## config.mk

```make
export PLATFORM = sky130hd
export DESIGN_NAME = clkmux_regbank
export DESIGN_NICKNAME = d
export VERILOG_FILES = /design/src/rtl/clkmux_pkg.sv /design/src/rtl/clkmux_decode.sv /design/src/rtl/clkmux_chan.sv /design/src/rtl/clkmux_regbank.sv
export SDC_FILE = /design/constraint.sdc
export NUM_CORES = 1
export LEC_CHECK = 0
export BUFFER_PORTS_ARGS = -buffer_cell sky130_fd_sc_hd__buf_4
export CAP_MARGIN = 10
export CORE_ASPECT_RATIO = 0.6
export CORE_MARGIN = 5
export CORE_UTILIZATION = 45
export CTS_BUF_LIST = sky130_fd_sc_hd__clkbuf_8
export DETAILED_ROUTE_END_ITERATION = 7
export PLACE_DENSITY_LB_ADDON = 0.15
export SYNTH_ARGS = -nofsm -noshare
export SYNTH_HDL_FRONTEND = slang
export SYNTH_SLANG_ARGS = --single-unit
```

## constraint.sdc

```tcl
create_clock -name clk -period 2.1 [get_ports clk]
set_clock_uncertainty 0.15 [all_clocks]
set_input_delay 0.21 -clock clk [delete_from_list [all_inputs] [get_ports clk]]
set_output_delay 0.21 -clock clk [all_outputs]
set_load 0.01 [all_outputs]
```

## src/rtl/clkmux_pkg.sv

```systemverilog
package clkmux_pkg;

    // Per-mux commit machine
    typedef enum logic {
        ST_SYNCED  = 1'b0,
        ST_PENDING = 1'b1
    } commit_state_e;

    // Low two address bits select the register kind within a mux slot
    localparam logic [1:0] KIND_BASE = 2'd0;
    localparam logic [1:0] KIND_SET  = 2'd1;
    localparam logic [1:0] KIND_CLR  = 2'd2;

endpackage

```

## src/rtl/clkmux_decode.sv

```systemverilog
module clkmux_decode
    import clkmux_pkg::*;
#(
    parameter int NUM_MUX = 4,
    parameter int ADDR_W  = 5
) (
    input  logic [ADDR_W-1:0]  addr,
    input  logic               wr,
    output logic [NUM_MUX-1:0] base_wr,
    output logic [NUM_MUX-1:0] set_wr,
    output logic [NUM_MUX-1:0] clr_wr,
    output logic               upd_wr,
    output logic [NUM_MUX-1:0] rd_base
);
    localparam int IDX_W    = ADDR_W - 2;
    localparam int UPD_ADDR = NUM_MUX * 4;

    logic             in_slots;
    logic [IDX_W-1:0] slot;
    logic [1:0]       kind;

    assign in_slots = (addr < ADDR_W'(UPD_ADDR));
    assign slot     = addr[ADDR_W-1:2];
    assign kind     = addr[1:0];
    assign upd_wr   = wr && (addr == ADDR_W'(UPD_ADDR));

    for (genvar m = 0; m < NUM_MUX; m++) begin : g_slot
        logic hit;
        assign hit        = in_slots && (slot == IDX_W'(m));
        assign rd_base[m] = hit && (kind == KIND_BASE);
        assign base_wr[m] = wr && hit && (kind == KIND_BASE);
        assign set_wr[m]  = wr && hit && (kind == KIND_SET);
        assign clr_wr[m]  = wr && hit && (kind == KIND_CLR);
    end
endmodule

```

## src/rtl/clkmux_chan.sv

```systemverilog
module clkmux_chan
    import clkmux_pkg::*;
#(
    parameter int SEL_W     = 3,
    parameter int SEL_SHIFT = 1,
    parameter int GATE_POS  = 7,
    parameter int DATA_W    = 8,
    parameter bit STAGED    = 1'b1
) (
    input  logic              clk,
    input  logic              rst_n,
    input  logic              wr_base,
    input  logic              wr_set,
    input  logic              wr_clr,
    input  logic              upd,
    input  logic [SEL_W-1:0]  wsel,
    input  logic              wgate,
    output logic [DATA_W-1:0] cfg_rd,
    output logic [SEL_W-1:0]  active,
    output logic              gate
);
    logic [SEL_W-1:0] sel_q, sel_d;
    logic             gate_q, gate_d;
    logic [SEL_W-1:0] active_q, active_d;
    commit_state_e    state_q, state_d;

    // Staged configuration: base, set-alias and clear-alias writes
    always_comb begin
        sel_d  = sel_q;
        gate_d = gate_q;
        if (wr_base) begin
            sel_d  = wsel;
            gate_d = wgate;
        end else if (wr_set) begin
            sel_d  = sel_q | wsel;
            gate_d = gate_q | wgate;
        end else if (wr_clr) begin
            sel_d  = sel_q & ~wsel;
            gate_d = gate_q & ~wgate;
        end
    end

    // State register process
    always_ff @(posedge clk) begin
        if (!rst_n) begin
            state_q  <= ST_SYNCED;
            sel_q    <= '0;
            gate_q   <= 1'b1;
            active_q <= '0;
        end else begin
            state_q  <= state_d;
            sel_q    <= sel_d;
            gate_q   <= gate_d;
            active_q <= active_d;
        end
    end

    // Next state and output process
    always_comb begin
        state_d  = state_q;
        active_d = active_q;
        if (!STAGED) begin
            active_d = sel_d;
        end else begin
            unique case (state_q)
                ST_SYNCED: begin
                    if (sel_d != active_q) state_d = ST_PENDING;   // stage
                end
                ST_PENDING: begin
                    if (upd) begin                                  // commit
                        state_d  = ST_SYNCED;
                        active_d = sel_q;
                    end
                end
                default: state_d = ST_SYNCED;
            endcase
        end
    end

    always_comb begin
        cfg_rd                     = '0;
        cfg_rd[SEL_SHIFT +: SEL_W] = sel_q;
        cfg_rd[GATE_POS]           = gate_q;
    end

    assign active = active_q;
    assign gate   = gate_q;

    // a staged output moves only on an update
    a_r7_hold_until_update: assert property (@(posedge clk) disable iff (!rst_n)
        (STAGED && !upd) |=> $stable(active_q));

    // an update loads the staged field as it stood before the edge
    a_r6_commit_loads_staged: assert property (@(posedge clk) disable iff (!rst_n)
        (STAGED && upd) |=> (active_q == $past(sel_q)));

    // a direct output tracks its field
    a_r8_direct_follows: assert property (@(posedge clk) disable iff (!rst_n)
        (!STAGED) |-> (active_q == sel_q));

    // a base write loads the field
    a_r2_base_loads: assert property (@(posedge clk) disable iff (!rst_n)
        wr_base |=> (sel_q == $past(wsel)) && (gate_q == $past(wgate)));

    // a set write raises the ones and keeps the rest
    a_r3_set_exact: assert property (@(posedge clk) disable iff (!rst_n)
        wr_set |=> (sel_q == ($past(sel_q) | $past(wsel))));

    // a clear write drops the ones and keeps the rest
    a_r4_clr_exact: assert property (@(posedge clk) disable iff (!rst_n)
        wr_clr |=> (sel_q == ($past(sel_q) & ~$past(wsel))));
endmodule

```

## src/rtl/clkmux_regbank.sv

```systemverilog
module clkmux_regbank
    import clkmux_pkg::*;
#(
    parameter int                 NUM_MUX   = 4,
    parameter int                 SEL_W     = 3,
    parameter int                 SEL_SHIFT = 1,
    parameter int                 GATE_POS  = 7,
    parameter int                 DATA_W    = 8,
    parameter logic [NUM_MUX-1:0] HAS_UPD   = 4'b0011,
    parameter int                 ADDR_W    = $clog2(NUM_MUX * 4 + 1)
) (
    input  logic                     clk,
    input  logic                     rst_n,
    input  logic                     bus_wr,
    input  logic [ADDR_W-1:0]        bus_addr,
    input  logic [DATA_W-1:0]        bus_wdata,
    output logic [DATA_W-1:0]        bus_rdata,
    output logic [NUM_MUX*SEL_W-1:0] sel_active,
    output logic [NUM_MUX-1:0]       clk_en
);
    logic [NUM_MUX-1:0]             base_wr, set_wr, clr_wr, rd_base;
    logic                           upd_wr;
    logic [NUM_MUX-1:0][DATA_W-1:0] cfg_rd;
    logic [NUM_MUX-1:0]             gate;
    logic                           unused_wdata;

    assign unused_wdata = ^bus_wdata;

    clkmux_decode #(
        .NUM_MUX (NUM_MUX),
        .ADDR_W  (ADDR_W)
    ) u_decode (
        .addr    (bus_addr),
        .wr      (bus_wr),
        .base_wr (base_wr),
        .set_wr  (set_wr),
        .clr_wr  (clr_wr),
        .upd_wr  (upd_wr),
        .rd_base (rd_base)
    );

    for (genvar m = 0; m < NUM_MUX; m++) begin : g_mux
        clkmux_chan #(
            .SEL_W     (SEL_W),
            .SEL_SHIFT (SEL_SHIFT),
            .GATE_POS  (GATE_POS),
            .DATA_W    (DATA_W),
            .STAGED    (HAS_UPD[m])
        ) u_chan (
            .clk     (clk),
            .rst_n   (rst_n),
            .wr_base (base_wr[m]),
            .wr_set  (set_wr[m]),
            .wr_clr  (clr_wr[m]),
            .upd     (upd_wr && bus_wdata[m]),
            .wsel    (bus_wdata[SEL_SHIFT +: SEL_W]),
            .wgate   (bus_wdata[GATE_POS]),
            .cfg_rd  (cfg_rd[m]),
            .active  (sel_active[m*SEL_W +: SEL_W]),
            .gate    (gate[m])
        );
        assign clk_en[m] = ~gate[m];
    end

    always_comb begin
        bus_rdata = '0;
        for (int m = 0; m < NUM_MUX; m++) begin
            if (rd_base[m]) bus_rdata = bus_rdata | cfg_rd[m];
        end
    end

    // one address reaches at most one register per cycle
    a_r11_single_target: assert property (@(posedge clk) disable iff (!rst_n)
        $onehot0({base_wr, set_wr, clr_wr, upd_wr}));
endmodule

```

==> impl_metrics.json, run 1 <==
{
  "power.total_w": 0.000902,
  "ir_drop_v": 0.000323,
  "gp_congestion": 0.886,
  "yosysMostFrequentCell": "dfxtp_1",
  "synth_edf_count": 0,
  "dpl-instance-area_um2": 1720,
  "combPwrFrac_pct": 13.1,
  "finalCoreUtilization_pct": 53.8,
  "arrival_ps": 1370,
  "setup_viol": 0,
  "cp-start-kind": "flop",
  "die_h_um": 55.6,
  "start_util_pct": 47.2,
  "synth_top_area_share_pct": 30.8,
  "finalCritPeriodShare_pct": 82.5,
  "tns_ps": 0,
  "synth_top_cell_by_area": "dfxtp_1",
  "ios": 40,
  "whs_path_depth": 3,
  "fillers": 312,
  "syn_to_final_growth_pct": 13.9,
  "pwr-share-clk_pct": 35.1,
  "startpoint": "g_mux[0].u_chan.sel_q[0]$_SDFF_PN0_",
  "grt_max_degree": 25,
  "drc": 0,
  "first_pass_iters": 4,
  "crit_fanout": 4,
  "antenna_found_initial": 0,
  "clockBufferDepth": 2,
  "synth_cell_type_count": 32,
  "h-tree-depth": 1,
  "worst_slew_pin_slew_ps": 593,
  "num_vias": 1390,
  "rows": 16,
  "insertedDiodeCount": 0,
  "wire_per_inst_um": 16.3,
  "ys.flop_type": "dfxtp_1",
  "core_area_um2": 3300,
  "switching_share_pct": 24.6,
  "p_seq_share_pct": 51.8,
  "cap_violations": 0,
  "final_nets": 210,
  "avgSynthCellArea_um2": 8.81,
  "dieArea_um2": 4780,
  "wl_um": 3880,
  "status": "finished, final reports clean",
  "reg2reg_slack_ps": 880,
  "crit_path_end_kind": "output port",
  "rsz0062_at_grt": "false",
  "multiInputGateArea_um2": 906,
  "drive_above_1_share_pct": 23.3,
  "design_area_um2": 1780,
  "synth_cells": 177,
  "via_per_inst": 5.84,
  "r2r_start": "g_mux[1].u_chan.state_q$_SDFF_PN0_",
  "path_class": "reg2out",
  "grt_util_all_layers_pct": 17.0,
  "clk_pin_slew_ps": 80,
  "yosysWarnings": 0,
  "min_from": "bus_wdata[7]",
  "max_freq_ghz": 0.577,
  "cts.root.buffer_cell": "clkbuf_8",
  "dpl.hpwl_um": 2950,
  "post-route-min-period_ps": 1730,
  "overflow": 0,
  "seq_area_um2": 480,
  "yosys-top-cells-count": "dfxtp_1 (24), nor2b_1 (22), buf_4 (11)",
  "hold_slack_ps": 47.9,
  "cts_num_sinks": 24,
  "synth_seq_area_share_pct": 30.8,
  "io_buffer_count": 32,
  "slew_headroom_pct": 60.4,
  "hold_class": "in2reg",
  "synthTopCellsByArea": "dfxtp_1 (31%), nor2b_1 (8.8%), mux4_2 (5.8%)",
  "critPathRequiredTime_ps": 1740,
  "ctsHoldBuffers": 0,
  "mappedNetlistArea_um2": 1560,
  "p_per_area_nw_per_um2": 508,
  "internal_power_w": 0.000680,
  "die_w_um": 86.0,
  "p_switching_w": 0.000222,
  "drt_first_iter_violations": 118,
  "reg2reg_depth": 3,
  "maxSlewViolCount": 0,
  "reg2reg_to": "g_mux[1].u_chan.active[1]$_SDFFE_PN0P_",
  "power.leakage_nw": 0.704,
  "cts_buffers": 3,
  "antenna_left": 0,
  "ys_seq_elements": 24,
  "cts_tree": "done",
  "cts_setup_buffers": 0,
  "async_flop_share_pct": 0,
  "ctsResizeCount": 0,
  "grt_pass1_vias": 1290,
  "insertion_delay_ps": 260,
  "hold_viol_final": 0,
  "grt_pass1_wl_um": 6510
}
[worst max-delay path by stage]
stage / endpoint / slack (ps) / cells after the start
after floorplan: g_mux[0].u_chan.state_q$_SDFF_PN0_ / 300 / 6
after global placement: g_mux[0].u_chan.state_q$_SDFF_PN0_ / 270 / 5
after detailed placement: g_mux[0].u_chan.state_q$_SDFF_PN0_ / 240 / 5
after CTS: bus_rdata[1] / 370 / 3
after global routing: bus_rdata[1] / 310 / 3
final: bus_rdata[1] / 370 / 3
[layout make-up]
class                      instances  share of cell area (%)
clock buffer                       4                    3.10
inverter                           8                    1.69
multi-input combinational        124                    51.0
sequential                        24                    27.1
tap                               45                    3.17
timing repair buffer              33                    14.0
[power by group through the flow]
stage | Combinational, W | Clock, W | Sequential, W
detailed placement | 0.000117 | 0 | 0.000478
CTS | 0.000117 | 0.000322 | 0.000467
global route | 0.000130 | 0.000344 | 0.000468
global placement | 0.000115 | 0 | 0.000477
finish | 0.000118 | 0.000317 | 0.000467
floorplan | 0.0000848 | 0 | 0.000475
[routing by layer]
| metal | GRT usage, % | vias up | routed length [um] |
|---|---|---|---|
| met4 | 2.71 | 0 | 14 |
| li1 | - | 668 | - |
| met2 | 26.2 | 57 | 1710 |
| met3 | 4.44 | 2 | 388 |
| met1 | 24.1 | 663 | 1770 |
| met5 | 0 | - | 0 |
[cells in the final DEF (no fill, tap or decap)]
cell type	count
buf_4	33
dfxtp_1	24
nor2b_1	22
nand2_1	9
inv_1	8
o21ai_0	7
a21o_1	7
a21boi_0	6
o31a_1	6
a21oi_1	6
mux2i_1	6
nand3_1	6
o211ai_1	6
nand4b_1	5
nor2_1	5
mux4_2	4
conb_1	4
clkbuf_8	4
nand2b_1	3
o311ai_0	3
o311ai_1	3
o31ai_1	2
nand4bb_1	2
nor4bb_1	2
and4_1	2
or2_2	2
a41oi_1	2
or3_1	1
or4b_4	1
nor4b_2	1
o21ai_1	1
[through the flow]
stage	instances	setup slack, ps
finish	238	368
global route	238	313
CTS	238	365
detailed placement	234	242
global placement	234	265
floorplan	180	301
[critical path: stages (launching register included)]
cell and delay, ps:
dfxtp_1 370, mux4_2 460, nor2b_1 140, buf_4 140
[kinds of logic after synthesis]
group / share of synthesized area [%]
other: 0.241
buffers and inverters: 11.8
multiplexers: 9.63
AO/OA/AOI/OAI: 22.5
flip-flops: 30.8
AND/OR/NAND/NOR: 25.0
(Power assumes the default switching activity.)
==> run 2, diff against run 1 <==
clock period = 1.6 ns   (was 2.1 ns; I/O delays follow)
==> run 2 against run 1 <==
Compared with the run above: the flow now finishes with violations (setup timing); setup slack got worse by 460 ps; utilization increased by 8.4 points; die area unchanged.
==> impl_metrics.json, run 2 (synthesis results as in run 1) <==
{
  "crit_fanout": 3,
  "drc": 0,
  "maxSlewViolCount": 0,
  "post-route-min-period_ps": 1690,
  "overflow": 0,
  "startpoint": "g_mux[0].u_chan.sel_q[0]$_SDFF_PN0_",
  "arrival_ps": 1380,
  "violations": "setup timing",
  "syn_to_final_growth_pct": 31.7,
  "cts_tree": "done",
  "dpl-instance-area_um2": 1820,
  "grt_util_all_layers_pct": 17.3,
  "crit_path_end_kind": "output port",
  "critPathRequiredTime_ps": 1290,
  "ir_drop_v": 0.000331,
  "grt_max_degree": 25,
  "start_util_pct": 47.2,
  "gp_congestion": 0.885,
  "dieArea_um2": 4780,
  "cp-start-kind": "flop",
  "insertedDiodeCount": 0,
  "power.leakage_nw": 0.856,
  "cap_violations": 0,
  "via_per_inst": 5.62,
  "io_buffer_count": 32,
  "final_cell_mix": "buf_4 (53), nor2b_1 (18), dfxtp_1 (11), dfxtp_2 (11), nand2_1 (9)",
  "rows": 16,
  "r2r_start": "g_mux[1].u_chan.state_q$_SDFF_PN0_",
  "reg2reg_to": "g_mux[1].u_chan.active[1]$_SDFFE_PN0P_",
  "reg2reg_depth": 3,
  "antenna_found_initial": 0,
  "finalCoreUtilization_pct": 62.2,
  "dpl.hpwl_um": 2990,
  "die_w_um": 86.0,
  "grt_pass1_vias": 1334,
  "finalCritPeriodShare_pct": 106,
  "reg2reg_slack_ps": 420,
  "cts.root.buffer_cell": "clkbuf_8",
  "drt_first_iter_violations": 115,
  "clockBufferDepth": 2,
  "die_h_um": 55.6,
  "status": "complete, but fails checks",
  "max_freq_ghz": 0.592,
  "fin_ws_ps": -88.4,
  "drive_above_1_share_pct": 39.9,
  "hold_viol_final": 0,
  "wl_um": 4150,
  "first_pass_iters": 5,
  "clk_pin_slew_ps": 80,
  "design_area_um2": 2050,
  "cts_num_sinks": 24,
  "critPathCapture": "bus_rdata[1]",
  "insertion_delay_ps": 270,
  "p_per_area_nw_per_um2": 651,
  "whs_path_depth": 2,
  "h-tree-depth": 1,
  "ios": 40,
  "power.total_w": 0.00134,
  "tns_ps": -218,
  "cts_buffers": 3,
  "num_vias": 1477,
  "wire_per_inst_um": 15.8,
  "grt_pass1_wl_um": 6570,
  "rsz0062_at_grt": "true",
  "final_nets": 235,
  "hold_slack_ps": 32.5,
  "path_class": "reg2out",
  "final_common_cell": "buf_4",
  "core_area_um2": 3300,
  "setup_viol": 4,
  "antenna_left": 0,
  "hold_class": "in2reg"
}
-- run 2: worst max-delay path, stage by stage (launching register included) --
cell	delay [ps]
dfxtp_4	370
mux4_2	460
nor2b_4	150
buf_6	130
-- run 2: metrics by stage --
step                      setup slack, ps  cells
after floorplan                      -126    180
after global placement               -103    247
after detailed placement             -154    247
after CTS                           -58.5    260
after global routing                 -110    263
final                               -88.4    263
-- run 2: power by group --
part / total, W / switching (W) / leakage [nW] / internal [W]
sequential: 0.000609 / 0.00000577 / 0.200 / 0.000603
combinational: 0.000191 / 0.0000988 / 0.621 / 0.0000924
clock: 0.000536 / 0.000201 / 0.0357 / 0.000335
total: 0.00134 / 0.000306 / 0.856 / 0.00103
-- run 2: worst min path at each step --
stage,startpoint,end,slack [ps]
floorplan,bus_wdata[7],flop,130
global placement,bus_wdata[7],flop,270
detailed placement,bus_wdata[7],flop,270
CTS,rst_n,flop,30
global route,rst_n,flop,50
finish,rst_n,flop,30
-- run 2: repair_timing --
item	CTS	global route
endpoints found under the setup margin	4	5
hold endpoints to repair	3	0
setup buffers	8	3
gates resized for setup	11	18
hold buffers	1	0
-- run 2: layout make-up --
class / count / area (um2)
flip-flops and latches: 24 / 502
inverters: 8 / 30.0
clock inverters: 1 / 30.0
fillers: 290 / 1250
clock buffers: 3 / 41.3
multi-input cells: 124 / 941
repair buffers: 58 / 453
well taps: 45 / 56.3
-- run 2: metal layers --
| layer | share of wire [%] | GRT usage, % | wire, um | up-vias |
|---|---|---|---|---|
| met5 | 0 | 0 | 0 | - |
| met4 | 0 | 4.06 | 0 | 0 |
| met2 | 44 | 24.6 | 1820 | 66 |
| li1 | - | - | - | 714 |
| met3 | 7.5 | 4.44 | 313 | 0 |
| met1 | 49 | 25.7 | 2020 | 697 |
